### config.mk
export PLATFORM = sky130hd
export DESIGN_NAME = hd3w_spi_master
export DESIGN_NICKNAME = d
export VERILOG_FILES = /design/src/rtl/hd3w_pkg.sv /design/src/rtl/hd3w_phase_timer.sv /design/src/rtl/hd3w_shifter.sv /design/src/rtl/hd3w_spi_master.sv
export SDC_FILE = /design/constraint.sdc
export NUM_CORES = 1
export LEC_CHECK = 0
export BUFFER_PORTS_ARGS = -buffer_cell sky130_fd_sc_hd__buf_2
export CELL_PAD_IN_SITES_DETAIL_PLACEMENT = 1
export CELL_PAD_IN_SITES_GLOBAL_PLACEMENT = 2
export CORE_MARGIN = 2
export CORE_UTILIZATION = 35
export CTS_BUF_LIST = sky130_fd_sc_hd__clkbuf_8
export CTS_CLUSTER_SIZE = 16
export DETAILED_ROUTE_END_ITERATION = 12
export GPL_TIMING_DRIVEN = 0
export MAX_ROUTING_LAYER = met4
export PLACE_DENSITY_LB_ADDON = 0.12
export SYNTH_ARGS = -nofsm -noshare
export SYNTH_HDL_FRONTEND = slang
export SYNTH_SLANG_ARGS = --single-unit
export TNS_END_PERCENT = 100
### constraint.sdc
create_clock -name clk -period 5.9 [get_ports clk]
set_clock_uncertainty 0.05 [all_clocks]
set_input_delay 0.885 -clock clk [delete_from_list [all_inputs] [get_ports clk]]
set_output_delay 0.885 -clock clk [all_outputs]
set_load 0.03 [all_outputs]
### src/rtl/hd3w_pkg.sv
package hd3w_pkg;

    localparam int BYTE_W    = 8;
    localparam int BIT_IDX_W = $clog2(BYTE_W);

    typedef enum logic [2:0] {
        ST_IDLE,
        ST_FETCH,
        ST_WSETUP,
        ST_WLOW,
        ST_WHIGH,
        ST_RLOW,
        ST_RHIGH,
        ST_DONE
    } hd3w_state_e;

endpackage

### src/rtl/hd3w_phase_timer.sv
module hd3w_phase_timer #(
    parameter int TICK_W = 8
) (
    input  logic              clk,
    input  logic              rst_n,
    input  logic              load,
    input  logic [TICK_W-1:0] ticks,
    output logic              expire
);

    logic [TICK_W-1:0] cnt_d, cnt_q;

    always_comb begin
        cnt_d = cnt_q;
        if (load) begin
            cnt_d = ticks - TICK_W'(1);
        end else if (cnt_q != '0) begin
            cnt_d = cnt_q - TICK_W'(1);
        end
    end

    always_ff @(posedge clk or negedge rst_n) begin
        if (!rst_n) begin
            cnt_q <= '0;
        end else begin
            cnt_q <= cnt_d;
        end
    end

    assign expire = (cnt_q == '0);

endmodule

### src/rtl/hd3w_shifter.sv
module hd3w_shifter #(
    parameter int WIDTH = 8
) (
    input  logic             clk,
    input  logic             rst_n,
    input  logic             load,
    input  logic             shift,
    input  logic [WIDTH-1:0] load_val,
    input  logic             din,
    output logic [WIDTH-1:0] q
);

    logic [WIDTH-1:0] sh_d, sh_q;

    always_comb begin
        sh_d = sh_q;
        if (load) begin
            sh_d = load_val;
        end else if (shift) begin
            sh_d = {sh_q[WIDTH-2:0], din};
        end
    end

    always_ff @(posedge clk or negedge rst_n) begin
        if (!rst_n) begin
            sh_q <= '0;
        end else begin
            sh_q <= sh_d;
        end
    end

    assign q = sh_q;

endmodule

### src/rtl/hd3w_spi_master.sv
module hd3w_spi_master
    import hd3w_pkg::*;
#(
    parameter int CNT_W  = 8,
    parameter int TICK_W = 8
) (
    input  logic              clk,
    input  logic              rst_n,
    input  logic              cmd_valid,
    output logic              cmd_ready,
    input  logic              cmd_inplace,
    input  logic [CNT_W-1:0]  cmd_wr_len,
    input  logic [CNT_W-1:0]  cmd_rd_len,
    input  logic [TICK_W-1:0] cmd_phase_ticks,
    input  logic [7:0]        tx_data,
    input  logic              tx_valid,
    output logic              tx_ready,
    output logic [7:0]        rx_data,
    output logic              rx_valid,
    output logic              done,
    output logic              sclk,
    output logic              sdo,
    output logic              sdo_oe,
    input  logic              sdi
);

    typedef struct packed {
        hd3w_state_e          state;
        logic [BIT_IDX_W-1:0] bit_idx;
        logic [CNT_W-1:0]     wr_left;
        logic [CNT_W-1:0]     rd_left;
        logic                 inplace;
        logic [TICK_W-1:0]    ticks;
        logic                 rx_vld;
    } ctl_t;

    localparam ctl_t CTL_RST = '{state: ST_IDLE, default: '0};

    ctl_t r_d, r_q;

    logic              tmr_load, tmr_expire;
    logic [TICK_W-1:0] tmr_ticks, eff_ticks;
    logic              sh_load, sh_shift;
    logic [BYTE_W-1:0] sh_q;

    hd3w_phase_timer #(.TICK_W(TICK_W)) i_timer (
        .clk    (clk),
        .rst_n  (rst_n),
        .load   (tmr_load),
        .ticks  (tmr_ticks),
        .expire (tmr_expire)
    );

    hd3w_shifter #(.WIDTH(BYTE_W)) i_shifter (
        .clk      (clk),
        .rst_n    (rst_n),
        .load     (sh_load),
        .shift    (sh_shift),
        .load_val (tx_data),
        .din      (sdi),
        .q        (sh_q)
    );

    always_comb begin
        r_d        = r_q;
        r_d.rx_vld = 1'b0;
        tmr_load   = 1'b0;
        sh_load    = 1'b0;
        sh_shift   = 1'b0;
        cmd_ready  = 1'b0;
        tx_ready   = 1'b0;
        done       = 1'b0;
        sclk       = 1'b1;
        sdo_oe     = 1'b0;
        eff_ticks  = (cmd_phase_ticks == '0) ? TICK_W'(1) : cmd_phase_ticks;
        tmr_ticks  = (r_q.state == ST_IDLE) ? eff_ticks : r_q.ticks;

        unique case (r_q.state)
            ST_IDLE: begin
                cmd_ready = 1'b1;
                if (cmd_valid) begin
                    r_d.inplace = cmd_inplace;
                    r_d.ticks   = eff_ticks;
                    r_d.wr_left = cmd_wr_len;
                    r_d.rd_left = cmd_inplace ? '0 : cmd_rd_len;
                    r_d.bit_idx = '1;
                    if (cmd_wr_len != '0) begin
                        r_d.state = ST_FETCH;
                    end else if (!cmd_inplace && cmd_rd_len != '0) begin
                        r_d.state = ST_RLOW;
                        tmr_load  = 1'b1;
                    end else begin
                        r_d.state = ST_DONE;
                    end
                end
            end
            ST_FETCH: begin
                tx_ready = 1'b1;
                if (tx_valid) begin
                    sh_load     = 1'b1;
                    tmr_load    = 1'b1;
                    r_d.bit_idx = '1;
                    r_d.state   = ST_WSETUP;
                end
            end
            ST_WSETUP: begin
                sdo_oe = 1'b1;
                if (tmr_expire) begin
                    tmr_load  = 1'b1;
                    r_d.state = ST_WLOW;
                end
            end
            ST_WLOW: begin
                sdo_oe = 1'b1;
                sclk   = 1'b0;
                if (tmr_expire) begin
                    tmr_load  = 1'b1;
                    r_d.state = ST_WHIGH;
                end
            end
            ST_WHIGH: begin
                sdo_oe = 1'b1;
                if (tmr_expire) begin
                    if (r_q.bit_idx == '0) begin
                        r_d.wr_left = r_q.wr_left - CNT_W'(1);
                        r_d.bit_idx = '1;
                        if (r_q.inplace) begin
                            tmr_load  = 1'b1;
                            r_d.state = ST_RLOW;
                        end else if (r_q.wr_left != CNT_W'(1)) begin
                            r_d.state = ST_FETCH;
                        end else if (r_q.rd_left != '0) begin
                            tmr_load  = 1'b1;
                            r_d.state = ST_RLOW;
                        end else begin
                            r_d.state = ST_DONE;
                        end
                    end else begin
                        sh_shift    = 1'b1;
                        tmr_load    = 1'b1;
                        r_d.bit_idx = r_q.bit_idx - BIT_IDX_W'(1);
                        r_d.state   = ST_WSETUP;
                    end
                end
            end
            ST_RLOW: begin
                sclk = 1'b0;
                if (tmr_expire) begin
                    tmr_load  = 1'b1;
                    r_d.state = ST_RHIGH;
                end
            end
            ST_RHIGH: begin
                if (tmr_expire) begin
                    sh_shift = 1'b1;
                    if (r_q.bit_idx == '0) begin
                        r_d.rx_vld  = 1'b1;
                        r_d.bit_idx = '1;
                        if (r_q.inplace) begin
                            r_d.state = (r_q.wr_left != '0) ? ST_FETCH : ST_DONE;
                        end else begin
                            r_d.rd_left = r_q.rd_left - CNT_W'(1);
                            if (r_q.rd_left != CNT_W'(1)) begin
                                tmr_load  = 1'b1;
                                r_d.state = ST_RLOW;
                            end else begin
                                r_d.state = ST_DONE;
                            end
                        end
                    end else begin
                        tmr_load    = 1'b1;
                        r_d.bit_idx = r_q.bit_idx - BIT_IDX_W'(1);
                        r_d.state   = ST_RLOW;
                    end
                end
            end
            ST_DONE: begin
                done      = 1'b1;
                r_d.state = ST_IDLE;
            end
            default: begin
                r_d.state = ST_IDLE;
            end
        endcase

        sdo = sdo_oe & sh_q[BYTE_W-1];
    end

    always_ff @(posedge clk or negedge rst_n) begin
        if (!rst_n) begin
            r_q <= CTL_RST;
        end else begin
            r_q <= r_d;
        end
    end

    assign rx_data  = sh_q;
    assign rx_valid = r_q.rx_vld;

endmodule

== After elaboration in Yosys (flattened, before gate mapping) ==
Cells that the tools add are included.
W data, S select, Z words.

* Bitwise gates (word level): 1
* Equality and inequality tests: 19
* Muxes and demuxes: 59
* Add/subtract/negate cells: 5
* Reduce and logical (&&, ||, !) cells: 24

{| class="wikitable"
|+ Operators with widths
! operator !! number
|-
| $mux W8 || 11
|-
| $reduce_bool A8 Y1 || 5
|-
| $pmux W8 S2 || 2
|-
| $sub A8 B1 Y8 const B || 4
|-
| $mux W31 || 1
|-
| $mux W1 || 25
|-
| $mux W3 || 8
|-
| $mux W6 || 4
|-
| $pmux W3 S8 || 1
|-
| $logic_not A8 Y1 || 2
|-
| $ne A8 B1 Y1 const B || 2
|-
| $mux W14 || 1
|-
| $eq A3 B3 Y1 const B || 4
|-
| $pmux W3 S4 || 1
|-
| $ne A2 B1 Y1 const B || 5
|-
| $ne A2 B2 Y1 const B || 5
|-
| $reduce_and A5 Y1 || 2
|-
| $reduce_bool A2 Y1 || 4
|-
| $reduce_and A7 Y1 || 1
|-
| $eq A3 B2 Y1 const B || 2
|-
| $logic_not A3 Y1 || 2
|-
| $mux W2 || 3
|-
| $reduce_or A3 Y1 || 2
|-
| $pmux W1 S5 || 1
|-
| other kinds (10) || 10
|}

* Input port bits: 38
* Register bits after elaboration: 48
* Output and inout bits: 15
* Word-level logic and storage cells: 117

== Logic depth before layout (Yosys ltp) ==
Gate-level depths: netlist of the first run.

* Depth in word-level cells: 8
* Depth in mapped cells: 15
* Gate-level depth less buffers: 14

== Cells and area by module ==
A second synthesis of the first run with hierarchy kept.

* Cell total of the unflattened synthesis: 349
* Area, all modules: 3200.6 sq um

{| class="wikitable"
|+ By module, submodules not included
! module !! sequential area each (sq um) !! area each (sq um) !! cells each !! instances
|-
| hd3w_spi_master || 800.8 || 2225.9 || 255 || 1
|-
| hd3w_phase_timer || 200.2 || 601.8 || 60 || 1
|-
| hd3w_shifter || 200.2 || 372.9 || 34 || 1
|}

== Worst setup path after synthesis of the first run ==
OpenSTA, ideal clock, no wires.

* Kind: input to register
* Start point: input port cmd_valid
* End point: register i_timer.cnt_q[6]
* Buffers on the path: 1
* Arrival: 2.931 ns
* Path slack: 2.801 ns
* Library setup time: 0.118 ns
* Required time: 5.732 ns
* Stages: 12
* Cell sequence: nor4b_2 > and3_1 > a211o_1 > or2_1 > buf_6 > mux2i_1 > ha_1 > nand2_1 > nor3_1 > xnor2_1 > nor3_1 > a21o_1

* Word-level cells in the longest chain between the ends: 3

{| class="wikitable"
|+ Ends and longest elaborated chain
! what !! line !! source
|-
| from (decl) || hd3w_spi_master.sv:9 || <nowiki>input logic cmd_valid,</nowiki>
|-
| $mux W1 * || hd3w_spi_master.sv:81 || <nowiki>if (cmd_valid) begin</nowiki>
|-
| $pmux W1 S5 * || hd3w_spi_master.sv:78 || <nowiki>unique case (r_q.state)</nowiki>
|-
| $mux W8 / $reduce_bool A2 Y1 (equally long branches) || n/a ||
|-
| to (signal assigned) || hd3w_phase_timer.sv:26 || <nowiki>cnt_q <= cnt_d;</nowiki>
|-
| to (decl) || hd3w_phase_timer.sv:11 || <nowiki>logic [TICK_W-1:0] cnt_d, cnt_q;</nowiki>
|}

Mark *: on every way between the ends. The rest lies on a longest branch, timed or not.
A chain may end at the register's enable or synchronous reset.

== Worst setup path in the final report of the first run ==
Same ends and word-level chain as after synthesis.

==> impl_metrics.py, run 1 <==
metrics = {
    "clocking": {
        "clk_latency_ns": 0.31,
        "post_cts_buffers": 0,
        "cts_buffers": 5,
        "cts_max_level": 2,
        "cts-resized-gates": 0,
        "cts_tree": "built",
        "numClockSinks": 48,
        "cts_hold_buf": 0,
        "clk_pin_slew_ns": 0.09,
        "root_buffer": "clkbuf_8",
        "clock_path_buffers": 2,
    },
    "synthesis": {
        "yosys.area.top_type": "dfrtp_1",
        "synth.cell_area_um2": 3160,
        "ys_ff_latch": 48,
        "syn_area_per_cell_um2": 8.86,
        "yosys_warnings": 0,
        "ys_top_cells_by_area": "dfrtp_1 38%, mux2i_1 6.7%, nor2_1 5.7%, ha_1 3.6%, mux2_2 3.2%",
        "ys_seq_area_share_pct": 38.1,
        "synth-async-reset-ratio_pct": 100,
        "synth-edff-count": 0,
        "synth_cells": 356,
        "synth.distinct_cells": 58,
        "yosys_most_used_dff": "dfrtp_1",
        "synth_top_cell_area_share_pct": 38.1,
        "synth_fp_nets": 403,
    },
    "timing": {
        "grt_setup_unrepaired": "no",
        "fin_tns_setup_ns": 0,
        "tightest_slew_ns": 1.16,
        "relSlewSlack_pct": 22.9,
        "period_needed_ns": 3.47,
        "final_hold_viol_count": 0,
        "whs_ns": 0.440,
        "max_freq_mhz": 288,
        "period_share_pct": 58.8,
        "fin_ws_ns": 2.43,
        "maxSlewViolCount": 0,
        "setup_viol": 0,
    },
    "cells_and_area": {
        "area_growth_pct": 15.7,
        "insertedDiodeCount": 0,
        "layout-drive-gt1-share_pct": 22.2,
        "fin_cells": 522,
        "nets": 462,
        "design_area_um2": 3650,
        "fillers": 1059,
    },
    "drt": {
        "drtIter0Drc": 64,
        "via_count": 2841,
        "routed_wirelength_mm": 8.62,
        "avgRoutedWirePerCell_um": 16.5,
        "ant_nets": 0,
        "viasPerCell": 5.44,
        "drt_first_pass_iters": 4,
        "drc": 0,
    },
    "power_and_ir_drop": {
        "comb_power_share_pct": 52.1,
        "p_sw_uw": 841,
        "internal_power_uw": 973,
        "swShare_pct": 46.4,
        "power-per-cell-area_nw_per_um2": 497,
        "clkPwrFrac_pct": 13.1,
        "p_leak_nw": 1.59,
        "pwr-share-seq_pct": 34.8,
        "peakVddDrop_mv": 0.176,
    },
    "floorplanning": {
        "die_w_um": 99.0,
        "std_cell_rows": 34,
        "die_h_um": 99.0,
        "die_area_um2": 9790,
        "pin_count": 53,
        "core-area_um2": 8720,
        "initial_core_util_pct": 36.2,
    },
    "global_routing": {
        "grt_overflow_total": 0,
        "grt_pass1_vias": 2932,
        "grt_usage_pct": 18.8,
        "grt_pass1_wl_mm": 14.7,
        "grt_max_degree": 49,
        "antenna_found_initial": 0,
    },
    "setup_path": {
        "cp-startpoint": "cmd_valid",
        "r2r_start": "i_timer.cnt_q[5]$_DFFE_PN0P_",
        "max_stage_delay_ns": 0.58,
        "crit_buf_inv": 2,
        "crit_chain": "buf_2 -> nor4b_2 -> and3_1 -> a211o_1 -> or2_1 -> buf_6 -> mux2i_1 -> ha_1 -> nand2_1 -> nor3_1 -> xnor2_1 -> nor3_1 -> a21o_1",
        "critPathMostFrequentCell": "nor3_1",
        "cp.required_ns": 6.05,
        "start_kind": "primary input",
        "path_max_fanout": 9,
        "cp-end-kind": "flip-flop",
        "worstPathArrival_ns": 3.63,
        "cp_top_family": "simple AND/OR/NAND/NOR gates",
        "crit_type": "primary input to flip-flop",
        "slowest_stage": "nor4b_2",
    },
    "place": {
        "dp_cells": 516,
        "portBuffers": 52,
        "globalplace.congestion": 0.840,
        "dp_hpwl_mm": 6.50,
        "dp_slack_ns": 2.10,
        "place_area_um2": 3550,
    },
    "run": {
        "maxCapViolCount": 0,
    },
    "worst_hold_path": {
        "min-delay-start": "r_q[26]$_DFFE_PN0P_",
        "hold_path_class": "flip-flop to flip-flop",
    },
    "outcome": {
        "status": "completed",
    },
}
registers in the layout, summed over array words and instances (netlist names):
signal and cells:
r_q 31, i_shifter.q 8, i_timer.cnt_q 8, rx_valid 1
cell type report:
type,instances,area [um2],area share (%)
clock inverters,1,30.0,0.823
repair buffers,52,260,7.13
plain buffers,14,71.3,1.95
well taps,108,135,3.70
inverters,9,33.8,0.926
clock buffers,5,68.8,1.89
multi-input cells,285,1850,50.7
flip-flops and latches,48,1200,32.9
through the flow:
step                total power, mW  util, %
floorplan                      1.33        -
global placement               1.57     40.7
detailed placement             1.59     40.7
CTS                            1.84     41.9
global route                   1.98     41.9
finish                         1.81     41.9
synth_stat cells (8+ instances only):
cell     instances
ha_1             9
a21oi_1         20
nand2_1         23
o21ai_0         18
nor3_1          20
dfrtp_1         48
o21ai_1         19
mux2_2           9
nor2_1          48
mux2i_1         21
a31oi_1         11
inv_1            8
per-layer routing:
| metal | routed length (um) | GRT usage [%] | part of all wire (%) | vias to the layer above |
|---|---|---|---|---|
| met4 | 65 | 3.48 | 0.75 | 0 |
| met2 | 4090 | 31.2 | 47 | 48 |
| li1 | - | - | - | 1419 |
| met3 | 236 | 2.34 | 2.7 | 6 |
| met5 | 0 | - | 0 | - |
| met1 | 4220 | 25.1 | 49 | 1368 |
cells by family (layout without fill, tap and decap cells):
kind of cell | after synthesis | count (layout) | share of synthesized area [%]
XOR/XNOR | 9 | 9 | 2.50
AND/OR/NAND/NOR | 141 | 141 | 23.4
AO/OA/AOI/OAI | 96 | 96 | 19.3
flip-flops | 48 | 48 | 38.1
multiplexers | 30 | 30 | 9.87
adder cells (fa/ha/maj) | 9 | 9 | 3.57
buffers and inverters | 23 | 81 | 3.33
cell usage in the layout (no fill, tap or decap), drive strengths merged, types with 3 or more instances in the layout:
cell type / count
nor3: 20
a31oi: 11
nand3: 8
and2: 4
mux2i: 21
nand2: 23
and3: 4
clkbuf: 11
nor2: 50
a21oi: 20
mux2: 9
o22ai: 7
dfrtp: 48
inv: 9
xor2: 3
ha: 9
o21ai: 37
buf: 60
xnor2: 6
nor4: 11
nand2b: 9
power by group through the flow:
stage	Clock, mW	Combinational, mW	Sequential [mW]
final	0.238	0.946	0.631
after floorplan	0	0.699	0.632
after global routing	0.259	1.07	0.655
after detailed placement	0	0.954	0.636
after global placement	0	0.936	0.631
after CTS	0.251	0.957	0.631
worst paths after layout:
kind	end	slack [ns]	depth (start not counted)
max	i_timer.cnt_q[6]$_DFFE_PN0P_	2.43	13
min	r_q[26]$_DFFE_PN0P_	0.44	1
max reg2reg	i_timer.cnt_q[6]$_DFFE_PN0P_	2.49	12
min reg2reg	r_q[26]$_DFFE_PN0P_	0.44	1
max in group asynchronous	r_q[31]$_DFFE_PN0P_	4.34	1
min in group asynchronous	r_q[13]$_DFFE_PN0P_	0.76	1
Note: power is estimated with default switching activity, not from simulation.
==> run 2: changes to the inputs <==
ABC_AREA = 1   (was default)
CORE_UTILIZATION = 33   (was 35)
clock period = 3.5 ns   (was 5.9 ns; I/O delays follow)
==> run 2 against run 1 <==
  * Largest cell class unchanged
  * Highest routed layer unchanged
  * Sequential cell count stayed put
  * Utilization is 3.0 points lower
  * Sequential power is 8.4% lower
  * Power is 38% lower
==> impl_metrics.py, run 2 <==
metrics = {
    "outcome": {
        "status": "completed",
    },
    "clocking": {
        "clk_latency_ns": 0.32,
        "cts-resized-gates": 0,
        "cts_max_level": 2,
        "cts_buffers": 5,
        "cts_hold_buf": 0,
        "cts_tree": "built",
        "root_buffer": "clkbuf_8",
        "clock_path_buffers": 2,
        "clk_pin_slew_ns": 0.11,
        "numClockSinks": 48,
        "post_cts_buffers": 0,
    },
    "drt": {
        "via_count": 3237,
        "viasPerCell": 4.88,
        "routed_wirelength_mm": 9.71,
        "avgRoutedWirePerCell_um": 14.6,
        "drc": 0,
        "ant_nets": 0,
        "drtIter0Drc": 83,
        "drt_first_pass_iters": 4,
    },
    "setup_path": {
        "cp-end-kind": "flip-flop",
        "r2r_start": "r_q[10]$_DFFE_PN0P_",
        "worstPathArrival_ns": 2.75,
        "r2r_slack_ns": 0.95,
        "crit_type": "flip-flop to flip-flop",
        "path_max_fanout": 10,
        "start_kind": "flip-flop",
        "reg2reg_depth": 20,
        "reg2reg_to": "i_timer.cnt_q[6]$_DFFE_PN0P_",
        "cp.required_ns": 3.70,
    },
    "timing": {
        "max_freq_mhz": 392,
        "maxSlewViolCount": 0,
        "fin_tns_setup_ns": 0,
        "tightest_slew_ns": 1.15,
        "relSlewSlack_pct": 23.6,
        "final_hold_viol_count": 0,
        "grt_setup_unrepaired": "no",
        "period_needed_ns": 2.55,
        "period_share_pct": 72.9,
        "setup_viol": 0,
    },
    "floorplanning": {
        "std_cell_rows": 37,
        "pin_count": 53,
        "core-area_um2": 10100,
        "die_w_um": 105,
        "die_area_um2": 11100,
        "die_h_um": 105,
        "initial_core_util_pct": 33.5,
    },
    "cells_and_area": {
        "layout-drive-gt1-share_pct": 21.4,
        "final_cell_mix": "87 x nand2_1, 77 x inv_1, 57 x buf_2",
        "layout_commonest_cell": "nand2_1",
        "regMostFlops": "r_q",
        "fillers": 1314,
        "fin_util_pct": 38.8,
        "nets": 573,
        "multi_input_comb_area_um2": 1790,
        "insertedDiodeCount": 0,
        "area_growth_pct": 16.1,
        "seq_area_um2": 1200,
        "largest_reg_flops": 31,
    },
    "synthesis": {
        "synth-edff-count": 0,
        "ys_top_cells_by_area": "dfrtp_1 35%, nand2_1 9.6%, inv_1 8.5%, o21ai_0 6.9%, nor2_1 5.1%",
        "yosys-top-cells-count": "87 x nand2_1, 77 x inv_1, 48 x dfrtp_1",
        "synth_cells": 467,
        "synth_fp_nets": 514,
        "ys_ff_latch": 48,
        "ys_seq_area_share_pct": 35.4,
        "synth.most_common_cell": "nand2_1",
        "synth.distinct_cells": 46,
        "synth-async-reset-ratio_pct": 100,
        "yosys.area.top_type": "dfrtp_1",
        "yosys_most_used_dff": "dfrtp_1",
        "syn_area_per_cell_um2": 7.27,
        "synth_top_cell_area_share_pct": 35.4,
        "synth.cell_area_um2": 3390,
        "yosys_warnings": 0,
    },
    "power_and_ir_drop": {
        "peakVddDrop_mv": 0.138,
        "power-per-cell-area_nw_per_um2": 287,
        "p_leak_nw": 1.91,
        "finalPower_mw": 1.13,
    },
    "place": {
        "dp_hpwl_mm": 7.50,
        "globalplace.congestion": 0.827,
        "portBuffers": 52,
    },
    "global_routing": {
        "grt.busiest_layer": "met2",
        "grt_pass1_vias": 3350,
        "met2_usage_pct": 30.7,
        "grt_pass1_wl_mm": 16.7,
        "grt_usage_pct": 19.1,
        "antenna_found_initial": 0,
        "grt_overflow_total": 0,
        "grtUsageMet1_pct": 25.7,
        "grt_max_degree": 49,
        "met3_usage_pct": 2.66,
    },
    "worst_hold_path": {
        "hold_path_class": "primary input to async pin",
    },
    "run": {
        "maxCapViolCount": 0,
    },
}
[run 2: cell families (layout without fill, tap and decap cells)]
logic type | after synthesis | count (layout) | synth area share (%)
and+or+nand+nor | 204 | 204 | 30.0
AOI/OAI and AO/OA | 105 | 105 | 18.8
buffers and inverters | 98 | 158 | 11.8
DFF | 48 | 48 | 35.4
adders and majority gates | 9 | 9 | 3.32
xor gates and xnor gates | 3 | 3 | 0.774
[run 2: worst max path at each step]
stage	startpoint	endpoint	cells past startpoint	slack [ns]
after floorplan	r_q[10]$_DFFE_PN0P_	i_timer.cnt_q[6]$_DFFE_PN0P_	19	1.30
after global placement	cmd_rd_len[7]	i_timer.cnt_q[6]$_DFFE_PN0P_	15	0.85
after detailed placement	cmd_rd_len[7]	i_timer.cnt_q[6]$_DFFE_PN0P_	16	0.83
after CTS	r_q[10]$_DFFE_PN0P_	i_timer.cnt_q[6]$_DFFE_PN0P_	20	0.90
after global routing	r_q[10]$_DFFE_PN0P_	i_timer.cnt_q[6]$_DFFE_PN0P_	20	0.67
final	r_q[10]$_DFFE_PN0P_	i_timer.cnt_q[6]$_DFFE_PN0P_	20	0.95
[run 2: where the power goes]
group	internal [mW]	switching, mW	leakage (nW)
registers	0.569	0.00908	0.546
clock network	0.216	0.228	0.0548
logic	0.0385	0.0709	1.31
total	0.823	0.308	1.91
[run 2: cell type report]
cell class	instances	share of cell area, %
Timing Repair Buffer	52	6.61
Buffer	12	1.87
Clock inverter	3	1.18
Tap cell	136	4.32
Clock buffer	5	1.75
Inverter	86	8.26
Multi-Input combinational cell	321	45.5
Sequential cell	48	30.5
[run 2: worst max-delay path: stages, from the launching register on]
cell     delay (ns)
dfrtp_1        0.41
inv_1          0.12
ha_1           0.17
inv_1          0.05
nor2_1         0.07
nand2_1        0.05
nor2_1         0.17
nor2_2         0.05
nand2_1        0.07
nand3_2        0.09
nand3_4        0.09
buf_4          0.17
nand4_1        0.10
nand2_2        0.12
ha_1           0.18
inv_1          0.07
nor2_4         0.17
nand3_2        0.09
nand2_1        0.06
nand2_1        0.05
nor2_1         0.08
[run 2: metrics by stage]
step | cell area, um2 | setup WS (ns) | cells | hold WS, ns
2_1_floorplan | 3390 | 1.30 | 467 | 0.179
3_3_place_gp | 3820 | 0.845 | 655 | 0.404
3_5_place_dp | 3820 | 0.829 | 655 | 0.410
4_1_cts | 3940 | 0.902 | 663 | 0.397
5_1_grt | 3940 | 0.669 | 663 | 0.402
6_report | 3940 | 0.947 | 663 | 0.373
[run 2: layer usage]
metal  wire length, um  part of all wire, %
met1              4900                   50
met2              4440                   46
met3               268                  2.8
met4               103                  1.1
met5                 0                    0
